**config.mk**
```make
export PLATFORM = sky130hd
export DESIGN_NAME = limit_irq_status
export DESIGN_NICKNAME = d
export VERILOG_FILES = /design/src/rtl/lim_pkg.sv /design/src/rtl/lim_regfile.sv /design/src/rtl/lim_cmp.sv /design/src/rtl/irq_status_core.sv /design/src/rtl/limit_irq_status.sv
export SDC_FILE = /design/constraint.sdc
export NUM_CORES = 1
export LEC_CHECK = 0
export BUFFER_PORTS_ARGS = -buffer_cell sky130_fd_sc_hd__buf_4
export CORE_ASPECT_RATIO = 1.25
export CORE_MARGIN = 10
export CORE_UTILIZATION = 55
export DETAILED_ROUTE_END_ITERATION = 12
export GPL_TIMING_DRIVEN = 0
export PLACE_DENSITY = 0.82
export RECOVER_POWER = 50
export REMOVE_ABC_BUFFERS = 1
export SETUP_SLACK_MARGIN = 0.1
export SKIP_LAST_GASP = 1
export SYNTH_ARGS = -nofsm -noshare
export SYNTH_HDL_FRONTEND = slang
export SYNTH_SLANG_ARGS = --single-unit
```
**constraint.sdc**
```tcl
create_clock -name clk_i -period 3.5 [get_ports clk_i]
set_input_delay 0.7 -clock clk_i [delete_from_list [all_inputs] [get_ports clk_i]]
set_output_delay 0.7 -clock clk_i [all_outputs]
set_load 0.01 [all_outputs]
```
**src/rtl/lim_pkg.sv**
```systemverilog
package lim_pkg;
  localparam int NCH    = 6;
  localparam int CH_INT = 0;
  localparam int CH_EXT = 1;
  localparam int CH_A2  = 2;
  localparam int CH_VDD = 5;
  localparam int NLIM   = 2 * NCH;
  localparam int NBIT   = 9;   // 8 bits of byte 1, supply flag at index 8
  localparam int B_VDD  = 8;
  localparam logic [7:0] ADDR_ST1 = 8'h00;
  localparam logic [7:0] ADDR_ST2 = 8'h01;
endpackage

```
**src/rtl/lim_regfile.sv**
```systemverilog
module lim_regfile import lim_pkg::*; #(
  parameter int DW = 8,
  localparam int SW = $clog2(NLIM)
) (
  input  logic              clk_i,
  input  logic              rst_ni,
  input  logic              we_i,
  input  logic [SW-1:0]     sel_i,
  input  logic [DW-1:0]     wdata_i,
  output logic [NCH*DW-1:0] hi_o,
  output logic [NCH*DW-1:0] lo_o
);
  for (genvar c = 0; c < NCH; c++) begin : g_ch
    localparam logic [DW-1:0] HI_RST = (c == CH_INT) ? DW'(80)  : {DW{1'b1}};
    localparam logic [DW-1:0] LO_RST = (c == CH_INT) ? DW'(-10) : {DW{1'b0}};
    logic [DW-1:0] hi_q, lo_q;
    always_ff @(posedge clk_i or negedge rst_ni) begin
      if (!rst_ni) begin
        hi_q <= HI_RST;
        lo_q <= LO_RST;
      end else if (we_i) begin
        if (sel_i == SW'(2*c))     hi_q <= wdata_i;
        if (sel_i == SW'(2*c + 1)) lo_q <= wdata_i;
      end
    end
    assign hi_o[c*DW +: DW] = hi_q;
    assign lo_o[c*DW +: DW] = lo_q;
  end
endmodule

```
**src/rtl/lim_cmp.sv**
```systemverilog
module lim_cmp #(
  parameter int DW = 8
) (
  input  logic [DW-1:0] val_i,
  input  logic [DW-1:0] hi_i,
  input  logic [DW-1:0] lo_i,
  input  logic          signed_i,
  output logic          above_o,
  output logic          low_o
);
  always_comb begin
    if (signed_i) begin
      above_o = $signed(val_i) >  $signed(hi_i);
      low_o   = $signed(val_i) <= $signed(lo_i);
    end else begin
      above_o = val_i >  hi_i;
      low_o   = val_i <= lo_i;
    end
  end
endmodule

```
**src/rtl/irq_status_core.sv**
```systemverilog
module irq_status_core import lim_pkg::*; (
  input  logic            clk_i,
  input  logic            rst_ni,
  input  logic [NCH-1:0]  above_i,
  input  logic [NCH-1:0]  low_i,
  input  logic [NCH-1:0]  valid_i,
  input  logic            volt_mode_i,
  input  logic            fault_i,
  input  logic            sw_rst_i,
  input  logic            rd1_i,
  input  logic            rd2_i,
  output logic [NBIT-1:0] st_o
);
  logic [NBIT-1:0] cnd, vld, clr, st_q, cond_q;

  always_comb begin
    cnd[0] = above_i[CH_INT];
    vld[0] = valid_i[CH_INT];
    cnd[1] = low_i[CH_INT];
    vld[1] = valid_i[CH_INT];
    cnd[2] = above_i[CH_EXT] | (volt_mode_i & low_i[CH_EXT]);
    vld[2] = valid_i[CH_EXT];
    cnd[3] = ~volt_mode_i & low_i[CH_EXT];
    vld[3] = valid_i[CH_EXT];
    cnd[4] = ~volt_mode_i & fault_i;   // fault is a level, evaluated every cycle
    vld[4] = 1'b1;
    for (int k = 0; k < 3; k++) begin
      cnd[5+k] = above_i[CH_A2+k] | low_i[CH_A2+k];
      vld[5+k] = valid_i[CH_A2+k];
    end
    cnd[B_VDD] = above_i[CH_VDD] | low_i[CH_VDD];
    vld[B_VDD] = valid_i[CH_VDD];
    clr = {rd2_i, {8{rd1_i}}} & ~cond_q;
  end

  always_ff @(posedge clk_i or negedge rst_ni) begin
    if (!rst_ni) begin
      st_q   <= '0;
      cond_q <= '0;
    end else if (sw_rst_i) begin
      st_q   <= '0;
      cond_q <= '0;
    end else begin
      st_q <= (st_q & ~clr) | (vld & cnd);
      for (int b = 0; b < NBIT; b++)
        if (vld[b]) cond_q[b] <= cnd[b];
    end
  end

  assign st_o = st_q;
endmodule

```
**src/rtl/limit_irq_status.sv**
```systemverilog
module limit_irq_status import lim_pkg::*; #(
  parameter int DW = 8,
  localparam int SW = $clog2(NLIM)
) (
  input  logic              clk_i,
  input  logic              rst_ni,
  input  logic [NCH-1:0]    meas_valid_i,
  input  logic [NCH*DW-1:0] meas_data_i,
  input  logic              lim_we_i,
  input  logic [SW-1:0]     lim_sel_i,
  input  logic [DW-1:0]     lim_wdata_i,
  input  logic [7:0]        mask1_i,
  input  logic [7:0]        mask2_i,
  input  logic              ext_volt_mode_i,
  input  logic              ext_fault_i,
  input  logic              irq_pol_i,
  input  logic              sw_rst_i,
  input  logic              rd_en_i,
  input  logic [7:0]        rd_addr_i,
  output logic [7:0]        rd_data_o,
  output logic [7:0]        status1_o,
  output logic [7:0]        status2_o,
  output logic              irq_o
);
  logic [NCH*DW-1:0] hi, lo;
  logic [NCH-1:0]    above, low;
  logic [NBIT-1:0]   st;
  logic              rd1, rd2, active;

  lim_regfile #(.DW(DW)) i_regs (
    .clk_i, .rst_ni, .we_i(lim_we_i), .sel_i(lim_sel_i), .wdata_i(lim_wdata_i),
    .hi_o(hi), .lo_o(lo)
  );

  for (genvar c = 0; c < NCH; c++) begin : g_cmp
    logic sgn;
    if (c == CH_INT) begin : g_s
      assign sgn = 1'b1;
    end else if (c == CH_EXT) begin : g_m
      assign sgn = ~ext_volt_mode_i;
    end else begin : g_u
      assign sgn = 1'b0;
    end
    lim_cmp #(.DW(DW)) i_cmp (
      .val_i(meas_data_i[c*DW +: DW]), .hi_i(hi[c*DW +: DW]), .lo_i(lo[c*DW +: DW]),
      .signed_i(sgn), .above_o(above[c]), .low_o(low[c])
    );
  end

  assign rd1 = rd_en_i && (rd_addr_i == ADDR_ST1);
  assign rd2 = rd_en_i && (rd_addr_i == ADDR_ST2);

  irq_status_core i_core (
    .clk_i, .rst_ni, .above_i(above), .low_i(low), .valid_i(meas_valid_i),
    .volt_mode_i(ext_volt_mode_i), .fault_i(ext_fault_i), .sw_rst_i,
    .rd1_i(rd1), .rd2_i(rd2), .st_o(st)
  );

  assign status1_o = st[7:0];
  assign status2_o = {3'b000, st[B_VDD], 4'b0000};

  always_comb begin
    unique case (rd_addr_i)
      ADDR_ST1: rd_data_o = status1_o;
      ADDR_ST2: rd_data_o = status2_o;
      default:  rd_data_o = 8'h00;
    endcase
  end

  assign active = |(status1_o & ~mask1_i) | (status2_o[4] & ~mask2_i[4]);
  assign irq_o  = irq_pol_i ? active : ~active;
endmodule

```
==> metrics.cfg <==
[outcome]
outcome = complete, but fails checks
violations = capacitance limit, slew limit

[finish]
multi_input_area_um2 = 3620
fin_util_pct = 67.8
layout_common_cells = buf_4 (106), inv_1 (105), ha_1 (96), nand2_1 (74), dfrtp_1 (66)
layout_commonest_cell = buf_4
n_fill_cell = 986
area.growth.synth_to_final_pct = 21.3
fin_cells = 1003
fin_area_um2 = 8590
drive_gt1_share_pct = 28.6
regArea_um2 = 2910
final_nets = 1016
num_antenna_cells = 0

[die]
rows = 46
initial_core_util_pct = 55.9
core_um2 = 12700
die_y_um = 147
die_area_um2 = 17800
die_w_um = 121
pin_count = 123

[setup_path]
cp-start-kind = flip-flop
crit_arrival_ps = 1890
critPathBufInv = 2
worst_path_largest_cell_delay_ps = 400
worstPathCellList = inv_1, o22ai_1, nor4_1, o221ai_1, xnor2_1, buf_4
slowest_stage = dfrtp_1
end_kind = output port
crit_fanout = 3
crit_required_ps = 2800
worstRegToRegCells = 7
critical_path_class = reg2out
crit_cells = 6
cp_top_family = flip-flops

[yosys]
synthTopCellsByArea = dfrtp_1 (23%), dfstp_2 (18%), ha_1 (17%), inv_1 (5.6%), mux2_2 (4.9%)
synth_cell_types = 47
synth_edf_count = 0
ys_warn_count = 0
synthArstFlopShare_pct = 100
yosys.area.top_type = dfrtp_1
syn_area_um2 = 7080
synth_ff_type = dfrtp_1
synth_top_area_share_pct = 23.3
ys_seq_area_share_pct = 41.1
syn-instance-count = 718
avgSynthCellArea_um2 = 9.86
synth-seq-cells = 114

[timing]
relSlewSlack_pct = -2.48
period_needed_ps = 2590
max_freq_mhz = 386
fin_ws_ps = 912
setup_tns_ps = 0
hold_viol = 0
tightest_slew_ps = 1540
rsz0062_at_grt = false
post-route-period-util_pct = 73.9
finalSetupViolCount = 0
clock_skew_ps = 6.76
whs_ps = 298
drv_slew = 65

[clock_tree]
postCtsSetupRepairBufs = 0
clock-root-buffer = clkbuf_16
cts.clk_slew.worst_paths_ps = 50
cts_buffers = 17
hold_buffers = 0
cts_sinks = 114
tritoncts = built
clk_latency_ps = 410
max-clock-path-buffers = 2
htreeDepth = 4
ctsResizeCount = 0

[hold_path]
hold_path_class = in2async

[placement]
dp.cells = 971
dpl_cell_area_um2 = 7990
dp_slack_ps = 980
portBuffers = 108
dp_hpwl_um = 12600
globalplace.congestion = 0.950

[global_route]
grt_pass1_wl_um = 28500
grtUsageTotal_pct = 19.9
grt-ovfl-total = 0
grt_start_max_net_pins = 65
antenna_found_initial = 0
grt_pass1_vias = 5765

[pwr]
p_per_area_nw_per_um2 = 585
total_power_mw = 5.02
peakVddDrop_mv = 0.329
leakagePower_nw = 4.17

[drt]
wl_per_cell_um = 17.3
via_per_inst = 5.52
drtIter0Drc = 225
first_pass_iters = 5
drc_errors = 0
drt.antenna.violating_nets = 0
wl_um = 17400
vias = 5535

[job]
max_cap_violations = 1

[cell families (layout without fill, tap and decap cells)]
family	count (synthesis)	count (layout)	synth area share [%]
flip-flops	114	114	41.1
XOR/XNOR	1	1	0.124
AO/OA/AOI/OAI	150	150	12.9
buffers and inverters	135	246	7.88
other	1	7	0.0530
adder cells (fa/ha/maj)	96	96	17.0
AND/OR/NAND/NOR	173	173	12.5
multiplexers	48	48	8.47
[sequential cells by signal, summed over array words and instances, names as in the netlist]
| signal | flops |
|---|---|
| i_core.st_o | 9 |
| i_regs.g_ch.hi_q | 48 |
| i_regs.g_ch.lo_q | 48 |
| i_core.cond_q | 9 |
[synth_stat cells, drive strengths merged, types with 8 or more instances]
| cell | count |
|---|---|
| inv | 105 |
| ha | 96 |
| nand2 | 74 |
| dfrtp | 66 |
| o21ai | 54 |
| dfstp | 48 |
| mux2 | 47 |
| a21oi | 37 |
| nand4 | 24 |
| nor2 | 24 |
| buf | 21 |
| o211ai | 16 |
| nor2b | 12 |
| a211oi | 9 |
| clkbuf | 9 |
| nor3 | 9 |
| nand2b | 8 |
[report_power, final]
part	switching, mW	leakage [nW]	internal, mW
clock	0.600	0.310	1.30
combinational	0.684	2.55	0.612
sequential	0.125	1.31	1.70
[path summary, 6_finish.rpt]
check | startpoint | end | slack [ps]
max | i_core.st_o[2]$_DFF_PN0_ | irq_o | 910
min | rst_ni | i_regs.g_ch[2].lo_q[0]$_DFFE_PN0P_ | 300
max reg2reg | i_regs.g_ch[5].hi_q[2]$_DFFE_PN1P_ | i_core.st_o[8]$_DFF_PN0_ | 1330
min reg2reg | i_core.cond_q[0]$_DFFE_PN0P_ | i_core.cond_q[0]$_DFFE_PN0P_ | 480
max in group asynchronous | rst_ni | i_regs.g_ch[5].lo_q[6]$_DFFE_PN0P_ | 1280
min in group clk_i | i_core.cond_q[0]$_DFFE_PN0P_ | i_core.cond_q[0]$_DFFE_PN0P_ | 480
[worst reg2reg max path: cells and delay by family, from the launching register on]
kind	cells	cell delay, ps
AOI/OAI and AO/OA	4	1000
adders and majority gates	1	290
buffers and inverters	1	50
DFF	1	510
and+or+nand+nor	1	210
[per-layer routing]
metal	track usage, %	vias to the layer above	routed length (µm)
li1	-	2684	-
met1	22.8	2651	7100
met2	33.9	169	8760
met3	6.02	31	1080
met4	7.53	0	441
met5	0	-	0
[area by class of cell]
cell class	instances	area share [%]
multi-input cells	475	42.1
flip-flops and latches	114	33.9
repair buffers	109	9.41
clock buffers	22	5.41
inverters	105	4.59
well taps	168	2.45
clock inverters	10	2.10
Power figures use the tool's default switching activity.
